**src/rtl/can_fault_pkg.sv**
```systemverilog
package can_fault_pkg;
  localparam int unsigned NUM_CLASSES = 7;
  localparam int unsigned REG_W       = 8;
  localparam logic        ADDR_FLAGS  = 1'b0;
  localparam logic        ADDR_IRQ_EN = 1'b1;
  localparam logic [REG_W-1:0] IRQ_EN_RESET = 8'h7F;
endpackage

```
**src/rtl/can_dom_qualifier.sv**
```systemverilog
module can_dom_qualifier #(
  parameter int unsigned MIN_DOM_CYC = 80
) (
  input  logic clk_i,
  input  logic rst_ni,
  input  logic bus_dom_i,
  output logic qual_o
);
  localparam int unsigned CW = $clog2(MIN_DOM_CYC + 1);
  localparam logic [CW-1:0] CMAX = CW'(MIN_DOM_CYC);

  logic [CW-1:0] dom_cnt_q;

  always_ff @(posedge clk_i or negedge rst_ni) begin
    if (!rst_ni)                dom_cnt_q <= '0;
    else if (!bus_dom_i)        dom_cnt_q <= '0;
    else if (dom_cnt_q != CMAX) dom_cnt_q <= dom_cnt_q + 1'b1;
  end

  // counter is non-zero only when the previous sample was dominant
  assign qual_o = !bus_dom_i && (dom_cnt_q == CMAX);
endmodule

```
**src/rtl/can_fault_counter.sv**
```systemverilog
module can_fault_counter #(
  parameter int unsigned QUAL_EDGES = 4
) (
  input  logic clk_i,
  input  logic rst_ni,
  input  logic fault_i,
  input  logic qual_i,
  output logic confirm_o
);
  localparam int unsigned CW = $clog2(QUAL_EDGES + 1);
  localparam logic [CW-1:0] CSAT = CW'(QUAL_EDGES);
  localparam logic [CW-1:0] CLAST = CW'(QUAL_EDGES - 1);

  logic [CW-1:0] cnt_q;

  always_ff @(posedge clk_i or negedge rst_ni) begin
    if (!rst_ni)                     cnt_q <= '0;
    else if (!fault_i)               cnt_q <= '0;
    else if (qual_i && cnt_q != CSAT) cnt_q <= cnt_q + 1'b1;
  end

  assign confirm_o = fault_i && qual_i && (cnt_q == CLAST);
endmodule

```
**src/rtl/can_fault_regs.sv**
```systemverilog
module can_fault_regs
  import can_fault_pkg::*;
(
  input  logic                   clk_i,
  input  logic                   rst_ni,
  input  logic [NUM_CLASSES-1:0] set_i,
  input  logic                   reg_we_i,
  input  logic                   reg_addr_i,
  input  logic [REG_W-1:0]       reg_wdata_i,
  output logic [NUM_CLASSES-1:0] flags_o,
  output logic [REG_W-1:0]       irq_en_o
);
  logic [NUM_CLASSES-1:0] clr;

  assign clr = (reg_we_i && reg_addr_i == ADDR_FLAGS) ? reg_wdata_i[NUM_CLASSES-1:0] : '0;

  // set dominates clear
  always_ff @(posedge clk_i or negedge rst_ni) begin
    if (!rst_ni) flags_o <= '0;
    else         flags_o <= (flags_o & ~clr) | set_i;
  end

  always_ff @(posedge clk_i or negedge rst_ni) begin
    if (!rst_ni)                                    irq_en_o <= IRQ_EN_RESET;
    else if (reg_we_i && reg_addr_i == ADDR_IRQ_EN) irq_en_o <= reg_wdata_i;
  end
endmodule

```
**src/rtl/can_fault_flags.sv**
```systemverilog
module can_fault_flags
  import can_fault_pkg::*;
#(
  parameter int unsigned MIN_DOM_CYC = 80,
  parameter int unsigned QUAL_EDGES  = 4
) (
  input  logic                   clk_i,
  input  logic                   rst_ni,
  input  logic                   bus_dom_i,
  input  logic [NUM_CLASSES-1:0] fault_i,
  input  logic                   reg_we_i,
  input  logic                   reg_addr_i,
  input  logic [REG_W-1:0]       reg_wdata_i,
  output logic [REG_W-1:0]       reg_rdata_o,
  output logic                   irq_o
);
  localparam int unsigned PAD_W = REG_W - NUM_CLASSES;

  logic                   qual;
  logic [NUM_CLASSES-1:0] confirm;
  logic [NUM_CLASSES-1:0] flags;
  logic [REG_W-1:0]       irq_en;

  can_dom_qualifier #(.MIN_DOM_CYC(MIN_DOM_CYC)) u_qual (
    .clk_i    (clk_i),
    .rst_ni   (rst_ni),
    .bus_dom_i(bus_dom_i),
    .qual_o   (qual)
  );

  for (genvar k = 0; k < NUM_CLASSES; k++) begin : g_cls
    can_fault_counter #(.QUAL_EDGES(QUAL_EDGES)) u_cnt (
      .clk_i    (clk_i),
      .rst_ni   (rst_ni),
      .fault_i  (fault_i[k]),
      .qual_i   (qual),
      .confirm_o(confirm[k])
    );
  end

  can_fault_regs u_regs (
    .clk_i      (clk_i),
    .rst_ni     (rst_ni),
    .set_i      (confirm),
    .reg_we_i   (reg_we_i),
    .reg_addr_i (reg_addr_i),
    .reg_wdata_i(reg_wdata_i),
    .flags_o    (flags),
    .irq_en_o   (irq_en)
  );

  assign reg_rdata_o = (reg_addr_i == ADDR_IRQ_EN) ? irq_en : {{PAD_W{1'b0}}, flags};
  assign irq_o = |(flags & irq_en[NUM_CLASSES-1:0]);
endmodule

```
**config.mk**
```make
export PLATFORM = sky130hd
export DESIGN_NAME = can_fault_flags
export DESIGN_NICKNAME = d
export VERILOG_FILES = /design/src/rtl/can_fault_pkg.sv /design/src/rtl/can_dom_qualifier.sv /design/src/rtl/can_fault_counter.sv /design/src/rtl/can_fault_regs.sv /design/src/rtl/can_fault_flags.sv
export SDC_FILE = /design/constraint.sdc
export NUM_CORES = 1
export LEC_CHECK = 0
export ABC_AREA = 0
export BUFFER_PORTS_ARGS = -buffer_cell sky130_fd_sc_hd__buf_4
export CAP_MARGIN = 40
export CORE_MARGIN = 2
export CORE_UTILIZATION = 40
export CTS_CLUSTER_DIAMETER = 50
export DETAILED_ROUTE_END_ITERATION = 6
export MAX_ROUTING_LAYER = met4
export SKIP_LAST_GASP = 1
export SLEW_MARGIN = 20
export SYNTH_ARGS = -nofsm -noshare
export SYNTH_HDL_FRONTEND = slang
export SYNTH_HIERARCHICAL = 1
export SYNTH_SLANG_ARGS = --single-unit
```
**constraint.sdc**
```tcl
create_clock -name clk_i -period 2.5 [get_ports clk_i]
set_clock_uncertainty 0.2 [all_clocks]
set_input_delay 0 -clock clk_i [delete_from_list [all_inputs] [get_ports clk_i]]
set_output_delay 0 -clock clk_i [all_outputs]
set_load 0.01 [all_outputs]
```
### After elaboration in Yosys (flattened, before gate mapping)

Index checks and enable logic that the tools add are counted.
W data, S select, Z words.

* input port bits: 20
* register bits: 43
* RAM bits: 0
* memories: 0
* bits in read-only memories: 0
* output and inout bits: 9
* latch bits: 0

* equality and inequality tests: 24
* div/mod/pow operators: 0
* muxes and demuxes: 18
* reduce and logical (&&, ||, !) cells: 26
* multiply operators: 0
* $add $sub $neg: 8
* shifts and indexed selects: 0
* order comparisons: 0
* bitwise operators: 5

Operator list (number)
* $mux W3: 14
* $logic_and A1 B1 Y1: 24
* $add A3 B1 Y3 const B: 7
* $eq A3 B2 Y1 const B: 7
* $mux W7: 3
* $ne A3 B3 Y1 const B: 7
* $ne A2 B1 Y1 const B: 8
* $and A7 B7 Y7: 2
* $mux W8: 1
* $add A7 B1 Y7 const B: 1
* $eq A7 B7 Y1 const B: 1
* $ne A7 B7 Y1 const B: 1
* $not A7 Y7: 1
* $or A7 B7 Y7: 1
* $reduce_or A7 Y1: 1
* $logic_not A1 Y1: 1
* $not A1 Y1: 1

### Longest topological paths before layout

Gate-level depths: netlist of run 1.

* word-level depth: 6
* mapped depth: 8
* depth with buffers taken out: 7

### Cells and area by module

Netlist of run 1, hierarchy kept.

By module, submodules not included
* can_fault_counter: sequential area each 75.1 µm², instances 7, cells an instance 20, area each 201.4 µm²
* can_fault_regs: sequential area each 384.1 µm², instances 1, cells an instance 46, area each 586.8 µm²
* can_dom_qualifier: sequential area each 175.2 µm², instances 1, cells an instance 41, area each 397.9 µm²
* can_fault_flags: sequential area each 0.0 µm², instances 1, cells an instance 13, area each 152.6 µm²

### Least setup slack after synthesis of run 1

Ideal clock, no wire load.

* path kind: register to register
* start: register u_qual.dom_cnt_q[3]
* end: register g_cls[0].u_cnt.cnt_q[0]
* library setup time: 0.119 ns
* path buffers: 1
* required time: 2.181 ns
* slack: -0.110 ns
* arrival: 2.291 ns
* cell stages (with the launch flop): 8
* period minus slack after synthesis: 2.610 ns
* path through: dfrtp_1 -> nor4b_1 -> and3_1 -> buf_2 -> nor2b_1 -> a21boi_4 -> xnor2_1 -> and2_1

* longest elaborated chain between the ends: 4

RTL lines
* start, declared: line can_dom_qualifier.sv:12 `logic [CW-1:0] dom_cnt_q;`
* start signal, assigned: line can_dom_qualifier.sv:17 `else if (dom_cnt_q != CMAX) dom_cnt_q <= dom_cnt_q + 1'b1;`
* $eq A7 B7 Y1: line can_dom_qualifier.sv:21 `assign qual_o = !bus_dom_i && (dom_cnt_q == CMAX);`
* $logic_and A1 B1 Y1: line can_dom_qualifier.sv:21
* via qual: line can_fault_flags.sv:19 `logic qual;`
* $logic_and A1 B1 Y1: line can_fault_counter.sv:19 `else if (qual_i && cnt_q != CSAT) cnt_q <= cnt_q + 1'b1;`
* $ne A2 B1 Y1 (no line)
* end signal, assigned: line can_fault_counter.sv:19
* end, declared: line can_fault_counter.sv:14 `logic [CW-1:0] cnt_q;`

The timed path passes the listed nets, and every way through them passes these cells.
A chain may end at the register's enable or synchronous reset.

### Worst setup path in the final report of run 1

* start: register u_qual.dom_cnt_q[3]
* end: register g_cls[1].u_cnt.cnt_q[0]

* longest elaborated chain between the ends: 4

RTL lines (line)
* $eq A7 B7 Y1: can_dom_qualifier.sv:21
* $logic_and A1 B1 Y1: can_dom_qualifier.sv:21
* via qual: can_fault_flags.sv:19
* $logic_and A1 B1 Y1: can_fault_counter.sv:19
* $ne A2 B1 Y1 (no line)
* end signal, assigned: can_fault_counter.sv:19
* end, declared: can_fault_counter.sv:14

The timed path passes the listed nets, and every way through them passes these cells.

==> results of run 1 <==
-- what timing repair did --
item,CTS,global route
hold buffers,18,0
endpoints found under the hold margin,86,0
setup endpoints to repair,0,0
-- flip-flops by register name, summed over array words and instances, names as in the netlist --
register,cells
g_cls.u_cnt/cnt_q,21
u_regs/irq_en_o,8
u_qual/dom_cnt_q,7
u_regs/flags_o,7
-- worst max-delay path, stage by stage, from the launching register on --
cell and delay (ns):
dfrtp_1 0.43, nor4b_1 0.28, and3_1 0.28, nor2b_2 0.22, buf_12 0.17, a21boi_4 0.21
xnor2_1 0.08, and2_1 0.15
-- logic make-up after synthesis --
| kind of cell | share of synthesized area [%] |
|---|---|
| muxes | 8.45 |
| and+or+nand+nor | 14.4 |
| xor gates and xnor gates | 3.09 |
| AOI/OAI and AO/OA | 13.6 |
| adders and majority gates | 11.3 |
| DFF | 42.6 |
| buffers and inverters | 6.58 |
-- cell usage in the layout (no fill, tap or decap), types with 2 or more instances in the layout --
cell type       n
a21boi_4        7
nor2_1          8
a21boi_0        8
clkbuf_8        5
dfrtp_1        36
nand3_1        10
buf_4          28
mux2i_1         2
nand2_1        15
clkbuf_1        3
and2_1         10
or2b_1          7
ha_1           23
a31oi_1         7
and3_1          8
dfstp_2         7
mux2_4          7
xnor2_1         9
mux2_2          8
o21ai_0        16
dlygate4sd3_1  18
inv_1          37
a22oi_1         2
-- power by group through the flow --
| stage | combinational, µW | sequential [µW] | clock (µW) |
|---|---|---|---|
| 6_report | 162 | 750 | 427 |
| 3_3_place_gp | 141 | 763 | 0 |
| 2_1_floorplan | 69.5 | 757 | 0 |
| 4_1_cts | 164 | 749 | 449 |
| 3_5_place_dp | 142 | 763 | 0 |
| 5_1_grt | 177 | 754 | 476 |
-- routing by layer --
metal  GRT usage (%)  vias up
met5               -        -
met4            4.99        0
met3            3.36        6
met2            24.0       27
met1            18.9      834
li1                -      901
-- layout make-up --
class	instances	area [µm²]	share of cell area (%)
tap	77	96.3	3.10
timing repair buffer	47	410	13.2
multi-input combinational	157	1300	41.7
inverter	37	139	4.47
clock buffer	8	80.1	2.58
sequential	43	1080	34.9
-- metrics by stage --
stage               hold WS (ns)  total power [µW]  area, µm²
global route              0.0905              1410       3110
detailed placement        -0.168               905       2850
CTS                       0.0467              1360       3110
global placement          -0.165               904       2850
floorplan                 -0.496               827       2550
finish                    0.0389              1340       3110
-- final timing paths --
check | startpoint | to | slack [ns] | cells after the start
max | u_qual/dom_cnt_q[3]$_DFFE_PN0P_ | g_cls[1].u_cnt/cnt_q[0]$_DFFE_PN0P_ | 0.36 | 7
min | rst_ni | g_cls[2].u_cnt/cnt_q[2]$_DFFE_PN0P_ | 0.04 | 2
max reg2reg | u_qual/dom_cnt_q[3]$_DFFE_PN0P_ | g_cls[1].u_cnt/cnt_q[0]$_DFFE_PN0P_ | 0.36 | 7
min reg2reg | u_regs/irq_en_o[7]$_DFFE_PN0P_ | u_regs/irq_en_o[7]$_DFFE_PN0P_ | 0.31 | 1
max in group asynchronous | rst_ni | u_regs/irq_en_o[6]$_DFFE_PN1P_ | 1.67 | 2
min in group clk_i | reg_addr_i | u_regs/irq_en_o[7]$_DFFE_PN0P_ | 0.15 | 3
==> results.cfg, run 1 <==
[logic_synthesis]
synth-seq-area-share_pct = 42.6
yosysMostFrequentCell = inv_1
synth_commonest_cells = inv_1, dfrtp_1, ha_1
synthArstFlopShare_pct = 100
yosysTopAreaCell = dfrtp_1
synth_edf_count = 0
synth_nets = 283
yosysWarnings = 6
ys_types = 32
ys_ff_latch = 43
synth_area_mm2 = 0.00255
netlist.area_leader.share_pct = 35.4
synth_area_leaders = dfrtp_1, ha_1, dfstp_2
avgSynthCellArea_um2 = 10.6
synthFlopType = dfrtp_1
synth_cells = 240

[sta]
fin_crit_sh_pct = 85.5
worst_pin_slew_ns = 0.564
final.setup.tns_ns = 0
max_slew_margin_pct = 62.4
hold_violations = 0
post-route-min-period_ns = 2.14
rsz0062_at_grt = false
finalSetupViolCount = 0
fmax_mhz = 468
timing.final.ws_setup_ns = 0.362
final_max_slew_viol_count = 0

[global_route]
grt_pass1_vias = 1799
grt_overflow = 0
antenna_found_initial = 0
grt_max_degree = 44
grt_first_pass_wirelength_um = 8230
track_usage_pct = 15.0

[placed_design]
preCtsSetupSlack_ns = 0.365
gp_congestion = 0.731
dp_hpwl_um = 3350
io_buffers = 28
dp_cells = 343

[setup_path]
cp.required_ns = 2.48
critPathKind = reg -> reg
arrival_ns = 2.12
start_kind = flop
crit_path_max_fanout = 28
endpoint_kind = flop

[detailed_routing]
met1_length_um = 2270
dr.pass1.iters = 4
drtIter0Drc = 94
routedWlPerCell_um = 12.9
vias = 1768
ant_nets = 0
wl_um = 4770
drc = 0
met2_length_um = 2270
top_layer_used = met4
vias_per_cell = 4.79
wl_met3_um = 145

[die]
die-height_um = 83.8
io_pins = 29
die_w_um = 83.8
dieArea_mm2 = 0.00702
rows = 29
core-area_mm2 = 0.00624
start_util_pct = 40.8

[finish]
fin_util_pct = 49.8
final_layout_size_suffix_gt1_share_pct = 22.9
nFillCells = 577
syn_to_final_growth_pct = 22.0
diodes = 0
finalNetCount = 334
final_cells = 369

[power]
p_int_uw = 1020
switchingPower_uw = 315
peakVddDrop_uv = 377
swShare_pct = 23.5
p_leak_uw = 0.00135
pwr_density_cell_mw_per_mm2 = 431
p_seq_share_pct = 56.0
p_comb_share_pct = 12.1
p_clk_share_pct = 31.9

[clock_network]
post_cts.repair.setup_buffers = 0
root_buffer = clkbuf_8
htree_levels = 2
cts.repair.resized = 0
cts_sinks = 43
clk_pin_slew_ns = 0.08
cts_buffer_depth = 2
cts_buffers = 5
clkLatencyLatePin_ns = 0.29
cts_tree = built

[run_status]
status = complete, no violations

[flow_run]
cap_violations = 0

[min_path]
hp-class = in -> async
No activity file was read; power rests on OpenSTA's default activity.
==> run 2, diff against run 1 <==
==> constraint.sdc (replaced) <==
create_clock -name clk_i -period 2.5 [get_ports clk_i]
set_clock_uncertainty 0.2 [all_clocks]
set_input_delay 0.125 -clock clk_i [delete_from_list [all_inputs] [get_ports clk_i]]
set_output_delay 0.125 -clock clk_i [all_outputs]
set_load 0.01 [all_outputs]
==> results.cfg, run 2 (synthesis results as in run 1) <==
[run_status]
status = complete, no violations

[global_route]
grt_overflow = 0
grt_first_pass_wirelength_um = 8170
grt_max_degree = 44
use_met3_pct = 3.36
grtUsageMet1_pct = 18.7
grt_busiest_layer = met2
grt_use_met2_pct = 23.8
track_usage_pct = 14.9
antenna_found_initial = 0
grt_pass1_vias = 1790

[detailed_routing]
drc = 0
wl_um = 4720
vias = 1769
ant_nets = 0
drtIter0Drc = 98
routedWlPerCell_um = 12.8
dr.pass1.iters = 4
vias_per_cell = 4.81

[setup_path]
start_kind = flop
ff2ff_path_depth = 7
cp.required_ns = 2.48
critPathKind = reg -> reg
endpoint_kind = flop
r2r_slack_ns = 0.37
crit_path_max_fanout = 28
reg2reg_from = u_qual/dom_cnt_q[3]$_DFFE_PN0P_
timing.rr.end = g_cls[1].u_cnt/cnt_q[0]$_DFFE_PN0P_
arrival_ns = 2.12

[clock_network]
htree_levels = 2
cts_buffers = 5
cts_tree = built
cts_buffer_depth = 2
cts.repair.resized = 0
clk_pin_slew_ns = 0.08
clkLatencyLatePin_ns = 0.29
root_buffer = clkbuf_8
cts_sinks = 43

[finish]
largest_reg_flops = 21
diodes = 0
syn_to_final_growth_pct = 21.6
final_layout_size_suffix_gt1_share_pct = 23.0
nFillCells = 578
top_register = g_cls.u_cnt/cnt_q
layout_common_cells = inv_1, dfrtp_1, buf_4
finalNetCount = 333
top_regs = g_cls.u_cnt/cnt_q (21), u_regs/irq_en_o (8)
layout_commonest_cell = inv_1

[sta]
finalSetupViolCount = 0
worst_pin_slew_ns = 0.557
final_max_slew_viol_count = 0
max_slew_margin_pct = 62.9
final.setup.tns_ns = 0
fmax_mhz = 469
post-route-min-period_ns = 2.13
hold_violations = 0
fin_crit_sh_pct = 85.3
rsz0062_at_grt = false

[power]
peakVddDrop_uv = 379
pwr_density_cell_mw_per_mm2 = 432
p_total_uw = 1340
p_leak_uw = 0.00135

[flow_run]
cap_violations = 0

[placed_design]
gp_congestion = 0.731
dp_hpwl_um = 3350
io_buffers = 28

[min_path]
hold_start = reg_we_i
hp-class = in -> reg
hold_path_depth = 3
hold_path_end = u_regs/flags_o[5]$_DFF_PN0_

[die]
io_pins = 29
die-height_um = 83.8
rows = 29
start_util_pct = 40.8
core-area_mm2 = 0.00624
die_w_um = 83.8
dieArea_mm2 = 0.00702
run 2: power by group:
group	leakage [µW]	internal [µW]	switching, µW	total [µW]
clock network	0.0000395	199	229	428
logic	0.000739	93.6	66.9	160
registers	0.000572	731	19.0	750
total	0.00135	1020	315	1340
run 2: through the flow:
stage / util [%] / hold WS [ns] / cells / setup WS, ns / cell area, µm²
floorplan: - / -0.371 / 240 / 0.206 / 2550
global placement: 45.6 / -0.0399 / 343 / 0.417 / 2850
detailed placement: 45.6 / -0.0429 / 343 / 0.365 / 2850
CTS: 49.6 / 0.0602 / 368 / 0.348 / 3100
global route: 49.6 / 0.0783 / 368 / 0.209 / 3100
finish: 49.6 / 0.0710 / 368 / 0.367 / 3100
run 2: how the worst max path moves through the flow:
stage,to,from,cells past startpoint
after floorplan,g_cls[0].u_cnt/cnt_q[0]$_DFFE_PN0P_,u_qual/dom_cnt_q[3]$_DFFE_PN0P_,7
after global placement,g_cls[3].u_cnt/cnt_q[0]$_DFFE_PN0P_,u_qual/dom_cnt_q[3]$_DFFE_PN0P_,7
after detailed placement,g_cls[1].u_cnt/cnt_q[0]$_DFFE_PN0P_,u_qual/dom_cnt_q[3]$_DFFE_PN0P_,7
after CTS,g_cls[1].u_cnt/cnt_q[0]$_DFFE_PN0P_,u_qual/dom_cnt_q[3]$_DFFE_PN0P_,7
after global routing,g_cls[1].u_cnt/cnt_q[0]$_DFFE_PN0P_,u_qual/dom_cnt_q[3]$_DFFE_PN0P_,7
final,g_cls[1].u_cnt/cnt_q[0]$_DFFE_PN0P_,u_qual/dom_cnt_q[3]$_DFFE_PN0P_,7
run 2: worst max-delay path, stage by stage (launching register included):
cell      delay, ns
dfrtp_1        0.43
nor4b_1        0.28
and3_1         0.28
nor2b_2        0.22
buf_12         0.17
a21boi_4       0.21
xnor2_1        0.08
and2_1         0.15
run 2: timing repair:
| action | CTS | global route |
|---|---|---|
| hold buffers | 17 | 0 |
| endpoints found under the hold margin | 86 | 0 |
| buffers inserted | 0 | 0 |
run 2: area by class of cell:
| cell class | count | area, µm² | share of cell area [%] |
|---|---|---|---|
| well taps | 77 | 96.3 | 3.11 |
| flip-flops and latches | 43 | 1080 | 35.0 |
| inverters | 37 | 139 | 4.48 |
| repair buffers | 46 | 400 | 12.9 |
| clock buffers | 8 | 80.1 | 2.58 |
| multi-input cells | 157 | 1300 | 41.9 |
run 2: layer usage:
metal,share of wire [%],up-vias
li1,-,898
met1,48,836
met2,47,29
met3,3.0,6
met4,1.8,0
met5,0,-
